===== config.mk =====
export PLATFORM = sky130hd
export DESIGN_NAME = cmd_packer
export DESIGN_NICKNAME = d
export VERILOG_FILES = /design/src/rtl/cmd_packer_pkg.sv /design/src/rtl/cmd_packer_ram.sv /design/src/rtl/cmd_packer_enc.sv /design/src/rtl/cmd_packer_ctrl.sv /design/src/rtl/cmd_packer.sv
export SDC_FILE = /design/constraint.sdc
export NUM_CORES = 2
export LEC_CHECK = 0
export BUFFER_PORTS_ARGS = -buffer_cell sky130_fd_sc_hd__buf_2
export CORE_UTILIZATION = 25
export CTS_CLUSTER_DIAMETER = 50
export CTS_CLUSTER_SIZE = 16
export DETAILED_ROUTE_END_ITERATION = 12
export PLACE_DENSITY_LB_ADDON = 0.25
export SYNTH_ARGS = -nofsm -noshare
export SYNTH_HDL_FRONTEND = slang
export SYNTH_SLANG_ARGS = --single-unit

===== constraint.sdc =====
create_clock -name clk_i -period 13.4 [get_ports clk_i]
set_clock_uncertainty 0.15 [all_clocks]
set_input_delay 2.68 -clock clk_i [delete_from_list [all_inputs] [get_ports clk_i]]
set_output_delay 2.68 -clock clk_i [all_outputs]
set_load 0.05 [all_outputs]

===== src/rtl/cmd_packer_pkg.sv =====
package cmd_packer_pkg;
  localparam int OFF_W     = 20;
  localparam int DATA_W    = 32;
  localparam int MAX_SLOTS = 4;
  localparam int LINE_W    = 4;  // 16 dwords = 64 bytes

  localparam logic [7:0] OP_DIRECT  = 8'h01;
  localparam logic [7:0] OP_INDEXED = 8'h09;
  localparam logic [3:0] BE_ALL     = 4'hF;

  typedef enum logic [1:0] {ST_IDLE, ST_EMIT, ST_FILL} pk_state_e;

  function automatic logic [DATA_W-1:0] mk_cmd(input logic [7:0] op,
                                               input logic [3:0] be,
                                               input logic [OFF_W-1:0] off);
    return {op, be, off};
  endfunction
endpackage


===== src/rtl/cmd_packer_ram.sv =====
module cmd_packer_ram #(
  parameter int ADDR_W = 6,
  parameter int DATA_W = 32
) (
  input  logic              clk_i,
  input  logic              we_i,
  input  logic [ADDR_W-1:0] wa_i,
  input  logic [DATA_W-1:0] wd_i,
  input  logic [ADDR_W-1:0] ra_i,
  output logic [DATA_W-1:0] rd_o
);
  localparam int DEPTH = 1 << ADDR_W;

  logic [DATA_W-1:0] mem_q [DEPTH];

  always_ff @(posedge clk_i) begin
    if (we_i) mem_q[wa_i] <= wd_i;
    rd_o <= mem_q[ra_i];
  end
endmodule


===== src/rtl/cmd_packer_enc.sv =====
module cmd_packer_enc
  import cmd_packer_pkg::*;
#(
  parameter int ADDR_W = 6,
  parameter int PTR_W  = ADDR_W + 2
) (
  input  logic [PTR_W-1:0]                       fp_i,
  input  logic                                   open_vld_i,
  input  logic [OFF_W-1:0]                       open_off_i,
  input  logic [PTR_W-1:0]                       open_start_i,
  input  logic [PTR_W-1:0]                       open_cnt_i,
  input  logic                                   indexed_i,
  input  logic [OFF_W-1:0]                       offset_i,
  input  logic [DATA_W-1:0]                      value_i,
  output logic [MAX_SLOTS-1:0][PTR_W-1:0]        slot_addr_o,
  output logic [MAX_SLOTS-1:0][DATA_W-1:0]       slot_data_o,
  output logic [2:0]                             slot_n_o,
  output logic [PTR_W-1:0]                       nxt_fp_o,
  output logic                                   nxt_open_vld_o,
  output logic [OFF_W-1:0]                       nxt_open_off_o,
  output logic [PTR_W-1:0]                       nxt_open_start_o,
  output logic [PTR_W-1:0]                       nxt_open_cnt_o
);
  logic [PTR_W-1:0] base_al;
  logic [PTR_W-1:0] cnt_inc;
  logic             hit;
  logic [PTR_W-1:0] fp_body;
  logic [2:0]       n_body;

  assign base_al = fp_i + PTR_W'(fp_i[0]);
  assign hit     = open_vld_i && (open_off_i == offset_i);
  assign cnt_inc = open_cnt_i + PTR_W'(1);

  always_comb begin
    slot_addr_o      = '0;
    slot_data_o      = '0;
    fp_body          = fp_i;
    n_body           = 3'd0;
    nxt_open_vld_o   = open_vld_i;
    nxt_open_off_o   = open_off_i;
    nxt_open_start_o = open_start_i;
    nxt_open_cnt_o   = open_cnt_i;
    if (!indexed_i) begin
      slot_addr_o[0] = fp_i;
      slot_data_o[0] = value_i;
      slot_addr_o[1] = fp_i + PTR_W'(1);
      slot_data_o[1] = mk_cmd(OP_DIRECT, BE_ALL, offset_i);
      fp_body        = fp_i + PTR_W'(2);
      n_body         = 3'd2;
      nxt_open_vld_o = 1'b0;
    end else if (!hit) begin
      slot_addr_o[0]   = base_al;
      slot_data_o[0]   = DATA_W'(1);
      slot_addr_o[1]   = base_al + PTR_W'(1);
      slot_data_o[1]   = mk_cmd(OP_INDEXED, 4'h0, offset_i);
      slot_addr_o[2]   = base_al + PTR_W'(2);
      slot_data_o[2]   = value_i;
      fp_body          = base_al + PTR_W'(3);
      n_body           = 3'd3;
      nxt_open_vld_o   = 1'b1;
      nxt_open_off_o   = offset_i;
      nxt_open_start_o = base_al;
      nxt_open_cnt_o   = PTR_W'(1);
    end else begin
      slot_addr_o[0] = fp_i;
      slot_data_o[0] = value_i;
      slot_addr_o[1] = open_start_i;
      slot_data_o[1] = DATA_W'(cnt_inc);
      fp_body        = fp_i + PTR_W'(1);
      n_body         = 3'd2;
      nxt_open_cnt_o = cnt_inc;
    end
    nxt_fp_o = fp_body;
    slot_n_o = n_body;
    // zero pad behind an odd-ending indexed instruction
    if (indexed_i && fp_body[0]) begin
      slot_addr_o[n_body[1:0]] = fp_body;
      slot_data_o[n_body[1:0]] = '0;
      slot_n_o                 = n_body + 3'd1;
    end
  end
endmodule


===== src/rtl/cmd_packer_ctrl.sv =====
module cmd_packer_ctrl
  import cmd_packer_pkg::*;
#(
  parameter int ADDR_W = 6,
  parameter int PTR_W  = ADDR_W + 2
) (
  input  logic              clk_i,
  input  logic              rst_ni,
  input  logic              req_valid_i,
  output logic              req_ready_o,
  input  logic              req_indexed_i,
  input  logic [OFF_W-1:0]  req_offset_i,
  input  logic [DATA_W-1:0] req_value_i,
  input  logic              flush_i,
  input  logic              clear_i,
  output logic [PTR_W-1:0]  free_pos_o,
  output logic              overflow_o,
  output logic [PTR_W+1:0]  tail_bytes_o,
  output logic              flush_done_o,
  output logic              we_o,
  output logic [ADDR_W-1:0] wa_o,
  output logic [DATA_W-1:0] wd_o
);
  localparam int DEPTH   = 1 << ADDR_W;
  localparam int LINE_DW = 1 << LINE_W;

  pk_state_e        state_q;
  logic [PTR_W-1:0] fp_q, open_start_q, open_cnt_q, tail_q, fill_ptr_q;
  logic             open_vld_q, ovf_q, done_q;
  logic [OFF_W-1:0] open_off_q;
  logic [MAX_SLOTS-1:0][PTR_W-1:0]  slot_addr_q;
  logic [MAX_SLOTS-1:0][DATA_W-1:0] slot_data_q;
  logic [2:0]       slot_n_q;
  logic [1:0]       idx_q;

  logic [MAX_SLOTS-1:0][PTR_W-1:0]  e_addr;
  logic [MAX_SLOTS-1:0][DATA_W-1:0] e_data;
  logic [2:0]       e_n;
  logic [PTR_W-1:0] e_fp, e_start, e_cnt;
  logic             e_vld;
  logic [OFF_W-1:0] e_off;

  logic             accept, flush_go, dropped, fill_act;
  logic [PTR_W-1:0] tail_nxt, cur_addr, fp_round;
  logic [DATA_W-1:0] cur_data;

  cmd_packer_enc #(.ADDR_W(ADDR_W), .PTR_W(PTR_W)) u_enc (
    .fp_i            (fp_q),
    .open_vld_i      (open_vld_q),
    .open_off_i      (open_off_q),
    .open_start_i    (open_start_q),
    .open_cnt_i      (open_cnt_q),
    .indexed_i       (req_indexed_i),
    .offset_i        (req_offset_i),
    .value_i         (req_value_i),
    .slot_addr_o     (e_addr),
    .slot_data_o     (e_data),
    .slot_n_o        (e_n),
    .nxt_fp_o        (e_fp),
    .nxt_open_vld_o  (e_vld),
    .nxt_open_off_o  (e_off),
    .nxt_open_start_o(e_start),
    .nxt_open_cnt_o  (e_cnt)
  );

  assign req_ready_o = (state_q == ST_IDLE) && !clear_i && !flush_i;
  assign accept      = req_valid_i && req_ready_o;
  assign flush_go    = (state_q == ST_IDLE) && flush_i && !clear_i;
  assign dropped     = fp_q >= PTR_W'(DEPTH);
  assign fp_round    = fp_q + PTR_W'(LINE_DW - 1);
  assign tail_nxt    = {fp_round[PTR_W-1:LINE_W], {LINE_W{1'b0}}};
  assign fill_act    = (state_q == ST_FILL) && (fill_ptr_q != tail_q);

  always_comb begin
    if (state_q == ST_EMIT) begin
      cur_addr = slot_addr_q[idx_q];
      cur_data = slot_data_q[idx_q];
    end else begin
      cur_addr = fill_ptr_q;
      cur_data = '0;
    end
  end

  // words past capacity are never stored
  assign we_o = !clear_i && (cur_addr < PTR_W'(DEPTH)) &&
                ((state_q == ST_EMIT) || fill_act);
  assign wa_o = cur_addr[ADDR_W-1:0];
  assign wd_o = cur_data;

  always_ff @(posedge clk_i or negedge rst_ni) begin
    if (!rst_ni) begin
      state_q      <= ST_IDLE;
      fp_q         <= '0;
      open_vld_q   <= 1'b0;
      open_off_q   <= '0;
      open_start_q <= '0;
      open_cnt_q   <= '0;
      ovf_q        <= 1'b0;
      tail_q       <= '0;
      fill_ptr_q   <= '0;
      done_q       <= 1'b0;
      slot_addr_q  <= '0;
      slot_data_q  <= '0;
      slot_n_q     <= '0;
      idx_q        <= '0;
    end else begin
      done_q <= 1'b0;
      if (clear_i) begin
        state_q      <= ST_IDLE;
        fp_q         <= '0;
        open_vld_q   <= 1'b0;
        open_start_q <= '0;
        open_cnt_q   <= '0;
        ovf_q        <= 1'b0;
      end else begin
        unique case (state_q)
          ST_IDLE: begin
            if (flush_go) begin
              tail_q     <= tail_nxt;
              fill_ptr_q <= fp_q;
              state_q    <= ST_FILL;
            end else if (accept) begin
              if (dropped) begin
                ovf_q <= 1'b1;
              end else begin
                slot_addr_q  <= e_addr;
                slot_data_q  <= e_data;
                slot_n_q     <= e_n;
                idx_q        <= '0;
                fp_q         <= e_fp;
                open_vld_q   <= e_vld;
                open_off_q   <= e_off;
                open_start_q <= e_start;
                open_cnt_q   <= e_cnt;
                state_q      <= ST_EMIT;
              end
            end
          end
          ST_EMIT: begin
            idx_q <= idx_q + 2'd1;
            if ({1'b0, idx_q} == slot_n_q - 3'd1) state_q <= ST_IDLE;
          end
          ST_FILL: begin
            if (fill_act) begin
              fill_ptr_q <= fill_ptr_q + PTR_W'(1);
            end else begin
              done_q  <= 1'b1;
              state_q <= ST_IDLE;
            end
          end
          default: state_q <= ST_IDLE;
        endcase
      end
    end
  end

  assign free_pos_o   = fp_q;
  assign overflow_o   = ovf_q;
  assign tail_bytes_o = {tail_q, 2'b00};
  assign flush_done_o = done_q;
endmodule


===== src/rtl/cmd_packer.sv =====
module cmd_packer
  import cmd_packer_pkg::*;
#(
  parameter int ADDR_W = 6,
  parameter int PTR_W  = ADDR_W + 2
) (
  input  logic              clk_i,
  input  logic              rst_ni,
  input  logic              req_valid_i,
  output logic              req_ready_o,
  input  logic              req_indexed_i,
  input  logic [OFF_W-1:0]  req_offset_i,
  input  logic [DATA_W-1:0] req_value_i,
  input  logic              flush_i,
  input  logic              clear_i,
  output logic [PTR_W-1:0]  free_pos_o,
  output logic              overflow_o,
  output logic [PTR_W+1:0]  tail_bytes_o,
  output logic              flush_done_o,
  input  logic [ADDR_W-1:0] rd_addr_i,
  output logic [DATA_W-1:0] rd_data_o
);
  logic              we;
  logic [ADDR_W-1:0] wa;
  logic [DATA_W-1:0] wd;

  cmd_packer_ctrl #(.ADDR_W(ADDR_W), .PTR_W(PTR_W)) u_ctrl (
    .clk_i        (clk_i),
    .rst_ni       (rst_ni),
    .req_valid_i  (req_valid_i),
    .req_ready_o  (req_ready_o),
    .req_indexed_i(req_indexed_i),
    .req_offset_i (req_offset_i),
    .req_value_i  (req_value_i),
    .flush_i      (flush_i),
    .clear_i      (clear_i),
    .free_pos_o   (free_pos_o),
    .overflow_o   (overflow_o),
    .tail_bytes_o (tail_bytes_o),
    .flush_done_o (flush_done_o),
    .we_o         (we),
    .wa_o         (wa),
    .wd_o         (wd)
  );

  cmd_packer_ram #(.ADDR_W(ADDR_W), .DATA_W(DATA_W)) u_ram (
    .clk_i(clk_i),
    .we_i (we),
    .wa_i (wa),
    .wd_i (wd),
    .ra_i (rd_addr_i),
    .rd_o (rd_data_o)
  );
endmodule


==> results by group <==
Pwr
  – Total power: 15.13 mW
  – LEAKAGE: 33.79 nW
  – Max VDD drop: 0.1136 mV
  – Pwr Density: 148.5 nW/um^2

Critical path
  – CP Launch Type: primary input
  – Crit path launch: clear_i
  – Reg2Reg Depth: 6
  – Arr. time, crit path: 3680 ps
  – CP Class: primary input to primary output
  – Crit. End Element: primary output
  – WP data required: 10,570 ps
  – Crit path max fanout: 18
  – Reg2reg start: u_ctrl.idx_q[0]$_DFFE_PN0P_
  – Worst r2r dst: u_ram.mem_q[48][8]$_DFFE_PP_
  – Reg2reg setup slack: 7930 ps

STA
  – Final setup vio count: 0
  – Setup TNS: 0 ps
  – Worst-Margin Slew: 1226 ps
  – RSZ-0062 raised after global routing: no
  – Max Transition Viols Final: 0
  – Crit path time final: 6514 ps
  – Final Hold Violating Endpoints: 0
  – Final period util: 0.4861
  – Max-slew headroom: 0.1809
  – Peak Freq: 153.5 MHz

Die
  – Die height: 594.8 um
  – Initial Utilization: 0.2514
  – Die X: 594.8 um
  – FP Rows: 217
  – Die area: 353,800 um^2
  – Ports: 117
  – Core Area: 349,400 um^2

Global routing
  – Largest net degree at the start of global routing: 130
  – Overall Global Routing Usage: 0.1362
  – Grt ovf: 0
  – Initial antenna violation count: 43
  – First-pass GRT wire length: 344,400 um
  – Vias in the first global route: 44,080

Run
  – Max_cap viols: 0

Logic synthesis
  – Synth cell count leaders: 2,048 x edfxtp_1, 564 x mux4_2, 257 x nand2_1
  – Top FF cell, synth: edfxtp_1
  – Post-synthesis sequential area ratio: 0.7591
  – Synth Register Bits: 2,262
  – EDFF count, synth: 2,048
  – Synth unique cells: 64
  – Count leader, synth: edfxtp_1
  – Main area contributors after synthesis: edfxtp_1 70%, mux4_2 14%, dfrtp_1 5.2%, mux2i_1 1.5%, nand2_1 1.1%
  – Synth area leader: edfxtp_1
  – Top-area cell type share of the netlist area: 0.7000
  – Post-Syn Area: 87,860 um^2
  – Ys Warns: 0
  – Syn Area/Cell: 20.40 um^2
  – Synth async-reset ratio: 0.08046
  – Post-synthesis cell count: 4,306

Clock tree
  – CTS tree: done
  – Clock Latency Late Sink: 920 ps
  – Num CTS Buffers: 211
  – Clk root buf: clkbuf_16
  – CTS Hold Bufs: 0
  – Clock sinks: 2,262
  – Longest Clk Path Bufs: 4
  – # H-tree levels: 4
  – Clock-pin slew on the worst setup and hold paths: 60 ps
  – Setup Buffers After CTS: 0
  – CTS resizes: 0

Placed design
  – IO buf count: 110
  – Placement Cell Area: 94,840 um^2
  – Post-detail-place hpwl: 136,300 um
  – GP Congestion: 0.7575

Final layout
  – Net count, final: 4,583
  – Fin area: 101,900 um^2
  – Area Growth Syn to Fin: 15.96%
  – Share of layout cells above drive strength 1: 0.2732
  – Multi-input logic area: 20,740 um^2
  – Seq. cell area: 66,700 um^2
  – Filler instances: 33,980

Hold path
  – Hold Startpoint: u_ctrl.slot_data_q[45]$_DFFE_PN0P_
  – Hold Path End: u_ctrl.slot_data_q[45]$_DFFE_PN0P_
  – WHS Path Cells: 2
  – HP Class: flop to flop

Drt
  – Drt first-iter violations: 4,840
  – DRT Wirelength: 246,300 um
  – Final antenna-violating net count: 0
  – Average via count per standard cell: 4.646
  – # DRC: 0
  – DRT Pass-1 Iters: 5
  – Routed WL per cell: 26.53 um
  – DR vias: 43,130

Outcome
  – Outcome: finished, final reports clean
critical path, stage by stage:
cell    delay (ps)
buf_2          260
nor4_4         400
buf_2          340
registers in the layout (all words and copies together) (netlist names), 2 cells and up:
name / cells
u_ctrl.fill_ptr_q: 8
u_ctrl.free_pos_o: 8
u_ctrl.idx_q: 2
u_ctrl.open_cnt_q: 8
u_ctrl.open_off_q: 20
u_ctrl.open_start_q: 7
u_ctrl.slot_addr_q: 31
u_ctrl.slot_data_q: 87
u_ctrl.slot_n_q: 2
u_ctrl.state_q: 2
u_ctrl.tail_q: 4
u_ram.mem_q: 2048
u_ram.rd_o: 32
kinds of logic (layout without fill, tap and decap cells):
group                      after synthesis  in the layout  synth area share
AOI/OAI and AO/OA                      424            424           0.03023
xor gates and xnor gates                50             50          0.004984
adders and majority gates               12             12          0.001709
buffers and inverters                  267            619           0.01384
DFF                                   2262           2262            0.7591
muxes                                  713            713            0.1619
other                                    1             27        0.00004268
and+or+nand+nor                        577            577           0.02821
routing by layer:
| layer | GRT usage | vias to the layer above | wire [um] |
|---|---|---|---|
| met3 | 0.03278 | 298 | 18810 |
| met2 | 0.2010 | 1466 | 108600 |
| met1 | 0.2006 | 23250 | 113100 |
| met5 | 0.0006761 | - | 115 |
| li1 | - | 18090 | - |
| met4 | 0.03293 | 18 | 5697 |
power breakdown:
group	switching (mW)	internal [mW]	leakage (nW)
registers	0.0890	7.79	23.0
logic	0.734	0.335	7.39
clock network	2.81	3.37	3.37
total	3.63	11.5	33.8
placed cells by master (no fill, tap or decap), drive strengths merged, types with 42 or more instances in the layout:
cell type,count
a22oi,72
nor2,181
inv,42
dfrtp,182
clkinv,61
clkbuf,244
buf,233
nand2,257
o21ai,167
edfxtp,2048
nand3,57
mux2i,128
mux4,564
a21oi,81
through the flow:
| stage | hold slack [ps] | utilization | instances | setup slack, ps |
|---|---|---|---|---|
| after global placement | 297.7 | 0.2714 | 8893 | 6179 |
| after detailed placement | 307.9 | 0.2714 | 8893 | 6175 |
| final | 320.8 | 0.2916 | 9283 | 6886 |
| after CTS | 324.7 | 0.2914 | 9262 | 6880 |
| after floorplan | 284.1 | - | 4311 | 7057 |
| after global routing | 335.2 | 0.2914 | 9264 | 6847 |
worst max-delay path by stage:
stage / end / cells after the start / slack [ps]
after floorplan: req_ready_o / 2 / 7060
after global placement: u_ram.rd_o[2]$_DFF_P_ / 7 / 6180
final: req_ready_o / 3 / 6890
after CTS: req_ready_o / 3 / 6880
after detailed placement: u_ram.mem_q[52][12]$_DFFE_PP_ / 7 / 6170
after global routing: req_ready_o / 3 / 6850
area by class of cell:
type | count | area share
multi-input combinational | 1782 | 0.2036
clock inverter | 126 | 0.01491
timing repair buffer | 234 | 0.01560
clock buffer | 243 | 0.05364
antenna | 21 | 0.0005158
tap | 4599 | 0.05648
sequential | 2262 | 0.6546
inverter | 16 | 0.0005895
Power figures use the tool's default switching activity.
